<file path="src/rtl/shold_pkg.sv">
package shold_pkg;

    localparam int REG_AW = 2;

    localparam logic [REG_AW-1:0] ADDR_CTRL = 2'd0;
    localparam logic [REG_AW-1:0] ADDR_LAST = 2'd1;

    localparam int CTRL_EN_BIT    = 0;
    localparam int CTRL_LOW_BIT   = 1;
    localparam int CTRL_PACER_BIT = 2;
    localparam int CTRL_ABORT_BIT = 3;

    typedef enum logic {
        TRK_IDLE = 1'b0,
        TRK_HOLD = 1'b1
    } trk_state_e;

    typedef struct packed {
        logic pin_pacer;
        logic hold_low;
        logic scan_en;
    } ssh_cfg_t;

    function automatic logic hold_level(input logic hold, input logic low);
        return hold ^ low;
    endfunction

endpackage

</file>
<file path="src/rtl/shold_cfg_regs.sv">
module shold_cfg_regs
    import shold_pkg::*;
#(
    parameter int CH_W   = 4,
    parameter int DATA_W = 4
) (
    input  logic                clk,
    input  logic                rst,
    input  logic                we,
    input  logic [REG_AW-1:0]   addr,
    input  logic [DATA_W-1:0]   wdata,
    output logic [DATA_W-1:0]   rdata,
    output ssh_cfg_t            cfg,
    output logic [CH_W-1:0]     last_idx,
    output logic                kill
);

    logic ctrl_wr;

    assign ctrl_wr = we && (addr == ADDR_CTRL);
    // Abort strobe or clearing enable ends any scan at this same edge
    assign kill    = ctrl_wr && (wdata[CTRL_ABORT_BIT] || !wdata[CTRL_EN_BIT]);

    always_ff @(posedge clk) begin
        if (rst) begin
            cfg      <= '0;
            last_idx <= '0;
        end else if (we) begin
            case (addr)
                ADDR_CTRL: begin
                    cfg.scan_en   <= wdata[CTRL_EN_BIT];
                    cfg.hold_low  <= wdata[CTRL_LOW_BIT];
                    cfg.pin_pacer <= wdata[CTRL_PACER_BIT];
                end
                ADDR_LAST: last_idx <= wdata[CH_W-1:0];
                default: ;
            endcase
        end
    end

    always_comb begin
        rdata = '0;
        case (addr)
            ADDR_CTRL: begin
                rdata[CTRL_EN_BIT]    = cfg.scan_en;
                rdata[CTRL_LOW_BIT]   = cfg.hold_low;
                rdata[CTRL_PACER_BIT] = cfg.pin_pacer;
            end
            ADDR_LAST: rdata[CH_W-1:0] = last_idx;
            default:   rdata = '0;
        endcase
    end

endmodule

</file>
<file path="src/rtl/shold_scan_tracker.sv">
module shold_scan_tracker
    import shold_pkg::*;
#(
    parameter int CH_W = 4
) (
    input  logic            clk,
    input  logic            rst,
    input  logic            scan_en,
    input  logic            kill,
    input  logic            conv_start,
    input  logic            conv_done,
    input  logic [CH_W-1:0] conv_chan,
    input  logic [CH_W-1:0] last_idx,
    output logic            hold
);

    trk_state_e state_q, state_d;

    always_comb begin
        state_d = state_q;
        case (state_q)
            TRK_IDLE: begin
                if (scan_en && !kill && conv_start && (conv_chan == '0))
                    state_d = TRK_HOLD;
            end
            TRK_HOLD: begin
                if (kill || !scan_en)
                    state_d = TRK_IDLE;
                else if (conv_done && (conv_chan == last_idx))
                    state_d = TRK_IDLE;
            end
            default: state_d = TRK_IDLE;
        endcase
    end

    always_ff @(posedge clk) begin
        if (rst) state_q <= TRK_IDLE;
        else     state_q <= state_d;
    end

    assign hold = (state_q == TRK_HOLD);

endmodule

</file>
<file path="src/rtl/shold_pin_mux.sv">
module shold_pin_mux
    import shold_pkg::*;
(
    input  logic clk,
    input  logic rst,
    input  logic hold,
    input  logic hold_low,
    input  logic pin_pacer,
    input  logic pacer_in,
    output logic pin_q
);

    logic pin_d;

    assign pin_d = pin_pacer ? pacer_in : hold_level(hold, hold_low);

    always_ff @(posedge clk) begin
        if (rst) pin_q <= 1'b0;
        else     pin_q <= pin_d;
    end

endmodule

</file>
<file path="src/rtl/shold_gen.sv">
module shold_gen
    import shold_pkg::*;
#(
    parameter int CH_W   = 4,
    parameter int DATA_W = 4
) (
    input  logic              clk,
    input  logic              rst,
    input  logic              cfg_we,
    input  logic [1:0]        cfg_addr,
    input  logic [DATA_W-1:0] cfg_wdata,
    output logic [DATA_W-1:0] cfg_rdata,
    input  logic              conv_start,
    input  logic              conv_done,
    input  logic [CH_W-1:0]   conv_chan,
    input  logic              dac_pacer_in,
    output logic              hold_active,
    output logic              ssh_pin
);

    ssh_cfg_t        cfg;
    logic [CH_W-1:0] last_idx;
    logic            kill;

    shold_cfg_regs #(.CH_W(CH_W), .DATA_W(DATA_W)) regs_i (
        .clk      (clk),
        .rst      (rst),
        .we       (cfg_we),
        .addr     (cfg_addr),
        .wdata    (cfg_wdata),
        .rdata    (cfg_rdata),
        .cfg      (cfg),
        .last_idx (last_idx),
        .kill     (kill)
    );

    shold_scan_tracker #(.CH_W(CH_W)) trk_i (
        .clk        (clk),
        .rst        (rst),
        .scan_en    (cfg.scan_en),
        .kill       (kill),
        .conv_start (conv_start),
        .conv_done  (conv_done),
        .conv_chan  (conv_chan),
        .last_idx   (last_idx),
        .hold       (hold_active)
    );

    shold_pin_mux pin_i (
        .clk       (clk),
        .rst       (rst),
        .hold      (hold_active),
        .hold_low  (cfg.hold_low),
        .pin_pacer (cfg.pin_pacer),
        .pacer_in  (dac_pacer_in),
        .pin_q     (ssh_pin)
    );

endmodule

</file>
<file path="config.mk">
export PLATFORM = sky130hd
export DESIGN_NAME = shold_gen
export DESIGN_NICKNAME = d
export VERILOG_FILES = /design/src/rtl/shold_pkg.sv /design/src/rtl/shold_cfg_regs.sv /design/src/rtl/shold_scan_tracker.sv /design/src/rtl/shold_pin_mux.sv /design/src/rtl/shold_gen.sv
export SDC_FILE = /design/constraint.sdc
export NUM_CORES = 1
export LEC_CHECK = 0
export BUFFER_PORTS_ARGS = -buffer_cell sky130_fd_sc_hd__buf_2
export CAP_MARGIN = 0
export CORE_MARGIN = 2
export CORE_UTILIZATION = 32
export CTS_CLUSTER_DIAMETER = 50
export CTS_CLUSTER_SIZE = 20
export DETAILED_ROUTE_END_ITERATION = 8
export SLEW_MARGIN = 40
export SYNTH_ARGS = -nofsm -noshare
export SYNTH_HDL_FRONTEND = slang
export SYNTH_HIERARCHICAL = 1
export SYNTH_SLANG_ARGS = --single-unit
export TNS_END_PERCENT = 1
</file>
<file path="constraint.sdc">
create_clock -name clk -period 1.7 [get_ports clk]
set_input_delay 0.17 -clock clk [delete_from_list [all_inputs] [get_ports clk]]
set_output_delay 0.17 -clock clk [all_outputs]
set_load 0.005 [all_outputs]
</file>
==> results of run 1 <==
-- report_power, final --
part,switching (uW),internal (uW)
clock,70.8,90.2
combinational,29.2,35.2
sequential,5.62,218
total,106,343
-- worst max path at each step --
stage | from | endpoint | cells past startpoint
3_5_place_dp | cfg_addr[1] | trk_i/hold | 6
5_1_grt | regs_i/last_idx[2] | cfg_rdata[2] | 3
2_1_floorplan | cfg_addr[0] | trk_i/hold | 7
3_3_place_gp | cfg_addr[0] | trk_i/hold | 6
6_report | regs_i/last_idx[1] | cfg_rdata[1] | 3
4_1_cts | regs_i/last_idx[1] | cfg_rdata[1] | 3
-- logic make-up after synthesis --
kind of cell    count (synthesis)
simple gates                   23
mux                            10
xor+xnor                        5
flops                           9
compound gates                  4
buf+inv                         6
-- cell type report --
class	count	share of cell area, %
clock buffer	4	4.008
inverter	2	1.145
multi-input combinational	42	48.28
sequential	9	27.48
timing repair buffer	21	16.03
tap	16	3.053
-- cell usage in the layout (no fill, tap or decap), drive strengths merged --
cell type  instances
a211oi             2
nand2              1
inv                2
nor4               1
or3b               1
dfxtp              9
nor2b              1
nand2b            11
mux2i             10
clkbuf             4
a21oi              2
and3b              2
nor2               4
xnor2              2
nor3               1
xor2               3
buf               21
and3               1
-- critical path, stage by stage, from the launching register on --
cell,delay (ps)
dfxtp_1,380
mux2i_1,100
nor2_1,120
buf_2,130
-- per-layer routing --
layer / share of wire, % / GRT usage (%)
met2: 48 / 21.74
met3: 5.3 / 3.673
met5: 0 / 0
met1: 46 / 15.17
met4: 1.1 / 7.273
-- state kept, by name, indices dropped and copies added (netlist names) --
register and count:
trk_i/hold 1, regs_i/cfg 3, regs_i/last_idx 4, pin_i/pin_q 1
-- metrics by stage --
stage / utilization, % / power [uW] / worst slack, ps / instance area [um2]
2_1_floorplan: - / 266.2 / 560.2 / 528.0
3_3_place_gp: 41.30 / 292.0 / 495.4 / 629.4
3_5_place_dp: 41.30 / 292.9 / 482.3 / 629.4
4_1_cts: 43.02 / 456.9 / 542.2 / 655.6
5_1_grt: 43.02 / 479.1 / 470.9 / 655.6
6_report: 43.02 / 448.7 / 543.0 / 655.6
==> impl_metrics.toml, run 1 <==
[worst_setup_path]
rr_worst_depth = 3
worst-path-max-fanout = 3
endpoint_kind = "output pin"
critical_path_class = "reg -> out"
crit_path_start_kind = "flip-flop"
worstPathArrival_ps = 990
r2r-end = "trk_i/hold"
r2r_slack_ps = 740
r2r-start = "regs_i/last_idx[0]"
crit_required_ps = 1530

[cells_and_area]
antenna_cells = 0
final_cell_count_no_fill = 94
nNetsFinal = 95
area_delta_synth_final_pct = 24.17
fillCellCount = 172
drive_above_1_share_pct = 33.33
regArea_um2 = 180.2
multi_input_area_um2 = 316.6

[clocking]
clk_path_buf_depth = 2
cts-htree-levels = 1
holdBufCountCts = 0
numCtsBuffers = 3
cts_resized = 0
cts_root_buf = "clkbuf_4"
cts_tree = "built"
clk_pin_slew_worst_paths_ps = 60
worstSkewPairLatency_ps = 250
cts_sinks = 9
post_cts.repair.setup_buffers = 0

[route]
wire_per_inst_um = 11.34
route.detailed.drc = 0
vias_per_cell = 4.755
drtIter0Drc = 7
ant_nets = 0
dr.pass1.iters = 4
wirelength_um = 1066
vias = 447

[synth]
ys_seq_area_share_pct = 34.12
synth_area_um2 = 528.0
synth_top_area_share_pct = 34.12
synth_top_family_by_area = "simple AND/OR/NAND/NOR gates"
async_flop_share_pct = 0
avgSynthCellArea_um2 = 9.263
synth_xor_xnor_area_share_pct = 8.294
synthAdderAreaFrac_pct = 0
synthTopCellsByCount = "nand2b_1, mux2i_1, dfxtp_1"
synth-simple-area-share_pct = 26.07
muxShareOfSynthArea_pct = 18.96
synth_warnings = 6
synth_nets = 73
synth_most_common_cell = "nand2b_1"
synth-seq-cells = 9
ys_types = 19
synthFlopType = "dfxtp_1"
synth-edff-count = 0
synth-compound-area-share_pct = 6.635
syn_inst = 57
synth_area_leaders = "dfxtp_1, mux2i_1, nand2b_1"
synth_top_area_cell = "dfxtp_1"

[sta]
slew_viol_final = 0
worstMarginPinSlew_ps = 268.0
tns_ps = 0
period_needed_ps = 1157
fmax_mhz = 864.3
rsz0062_at_grt = "false"
final-hold-violation-count = 0
finClkSkew_ps = 1.765
holdWs_ps = 196.0
slew_headroom_pct = 82.13
setup_violations = 0
period_share_pct = 68.06

[place]
place.gp.congestion = 0.7194
port_buffers = 21
place_inst = 90
place_hpwl_um = 872

[floorplan]
initial_core_util_pct = 34.65
ioPinCount = 22
rows = 14
core_mm2 = 0.001524
dieArea_mm2 = 0.001991
die_w_um = 44.62
die_y_um = 44.62

[power_and_ir_drop]
p_per_area_mw_per_mm2 = 684.4
peakVddDrop_uv = 292.0
leakage_uw = 0.0003190

[run_status]
status = "finished clean"

[job]
cap_viol_max_count = 0

[worst_hold_path]
whs_endpoint = "pin_i/pin_q"
hold_path_depth = 2
hp-start = "rst"
min_path_type = "in -> reg"

[global_route]
grt_max_degree = 14
grt_use_total_pct = 13.17
antenna_found_initial = 0
grt_pass1_wl_um = 1828
grt_pass1_vias = 425
grt_overflow = 0
No activity file was read; power rests on OpenSTA's default activity.
==> run 2: changes to the inputs <==
Clock period 1.7 ns to 1.12 ns, I/O delays scaled along.
==> run 2 against run 1 <==
Against the previous run: worst hold slack lost 72 ps; critical path depth unchanged; final area is 3.8% higher; combinational power is 63% higher; power increased by 55%; sequential share of layout area is 0.83 points lower; setup slack got worse by 470 ps; via count is 0.45% higher; critical path type unchanged; critical endpoint is now cfg_rdata[0].
==> impl_metrics.toml, run 2 (synthesis gave the netlist of run 1 again) <==
[cells_and_area]
drive_above_1_share_pct = 38.27
largest-register = "regs_i/last_idx"
reg_top3 = "regs_i/last_idx (4), regs_i/cfg (3)"
nNetsFinal = 98
final_common_cell = "buf_2"
largest_reg_flops = 4
antenna_cells = 0
final_cell_mix = "buf_2, nand2b_1, mux2i_1"
area_delta_synth_final_pct = 28.91
fillCellCount = 161

[floorplan]
dieArea_mm2 = 0.001991
ioPinCount = 22
die_y_um = 44.62
rows = 14
core_mm2 = 0.001524
initial_core_util_pct = 34.65
die_w_um = 44.62

[worst_setup_path]
r2r-end = "trk_i/hold"
crit_required_ps = 1010
rr_worst_depth = 3
r2r_slack_ps = 170
endpoint_kind = "output pin"
crit_path_start_kind = "flip-flop"
worst-path-max-fanout = 3
r2r-start = "regs_i/last_idx[0]"
critical_path_class = "reg -> out"
worstPathArrival_ps = 940

[global_route]
grt_use_total_pct = 12.14
grt_max_degree = 14
grt_pass1_vias = 423
antenna_found_initial = 0
grt_pass1_wl_um = 1738
grt_overflow = 0

[route]
route.detailed.drc = 0
wirelength_um = 1058
vias = 449
vias_per_cell = 4.629
drtIter0Drc = 2
wire_per_inst_um = 10.91
dr.pass1.iters = 4
ant_nets = 0

[clocking]
post_cts.repair.setup_buffers = 0
cts_root_buf = "clkbuf_4"
clk_path_buf_depth = 2
cts-htree-levels = 1
clk_pin_slew_worst_paths_ps = 70
cts_tree = "built"
numCtsBuffers = 3
holdBufCountCts = 0
cts_sinks = 9
worstSkewPairLatency_ps = 260

[sta]
setup_violations = 0
final-hold-violation-count = 0
tns_ps = 0
worstMarginPinSlew_ps = 269.9
slew_headroom_pct = 82.01
slew_viol_final = 0
rsz0062_at_grt = "false"
finClkSkew_ps = 9.252
fmax_mhz = 951.3
period_share_pct = 93.86
period_needed_ps = 1051

[place]
port_buffers = 21
place.gp.congestion = 0.6562
place_hpwl_um = 873.2

[worst_hold_path]
hp-start = "cfg_wdata[3]"
whs_endpoint = "regs_i/last_idx[3]"
hold_path_depth = 3
min_path_type = "in -> reg"

[job]
cap_viol_max_count = 0

[run_status]
status = "finished clean"

[power_and_ir_drop]
leakage_uw = 0.0003361
peakVddDrop_uv = 563.9
total_power_uw = 693.4
p_per_area_mw_per_mm2 = 1019
==> run 2: what timing repair did <==
item,in CTS,in global routing
hold endpoints to repair,0,0
resized for setup,0,1
endpoints found under the setup margin,0,1
==> run 2: worst max path at each step <==
stage | from | endpoint | cells after the start
final | regs_i/last_idx[0] | cfg_rdata[0] | 3
after global routing | regs_i/last_idx[0] | cfg_rdata[0] | 3
after CTS | regs_i/last_idx[1] | cfg_rdata[1] | 3
after detailed placement | cfg_addr[1] | trk_i/hold | 6
after global placement | cfg_addr[1] | trk_i/hold | 6
after floorplan | cfg_addr[0] | trk_i/hold | 7
==> run 2: area by class of cell <==
class                      count  area [um2]  area share (%)
multi-input combinational     42       316.6           46.51
sequential                     9       181.4           26.65
timing repair buffer          24       127.6           18.75
clock buffer                   3       22.52           3.309
tap                           16       20.02           2.941
inverter                       2       7.507           1.103
clock inverter                 1       5.005          0.7353
==> run 2: stage by stage <==
step / setup slack (ps) / instance area (um2) / instances / utilization, % / hold WS (ps)
after floorplan: 38.22 / 528.0 / 57 / - / 176.6
after global placement: 101.7 / 651.9 / 93 / 42.78 / 394.9
after detailed placement: 84.58 / 651.9 / 93 / 42.78 / 403.0
after CTS: 50.76 / 679.4 / 97 / 44.58 / 118.9
after global routing: 4.377 / 680.7 / 97 / 44.66 / 137.9
final: 68.76 / 680.7 / 97 / 44.66 / 124.3
==> run 2: per-layer routing <==
| layer | track usage [%] | wire (um) |
|---|---|---|
| met5 | 0 | 0 |
| met4 | 7.273 | 0 |
| met3 | 2.449 | 68 |
| met2 | 17.68 | 469 |
| met1 | 16.34 | 520 |
==> run 2: worst max-delay path, cell delays in order, from the launching register on <==
cell	delay, ps
dfxtp_1	390
mux2i_1	100
nor2_1	80
buf_2	110
==> run 2: report_power, final <==
part	switching (uW)	total (uW)	internal, uW
sequential	8.39	339	330
combinational	45.5	105	59.5
clock	118	250	132
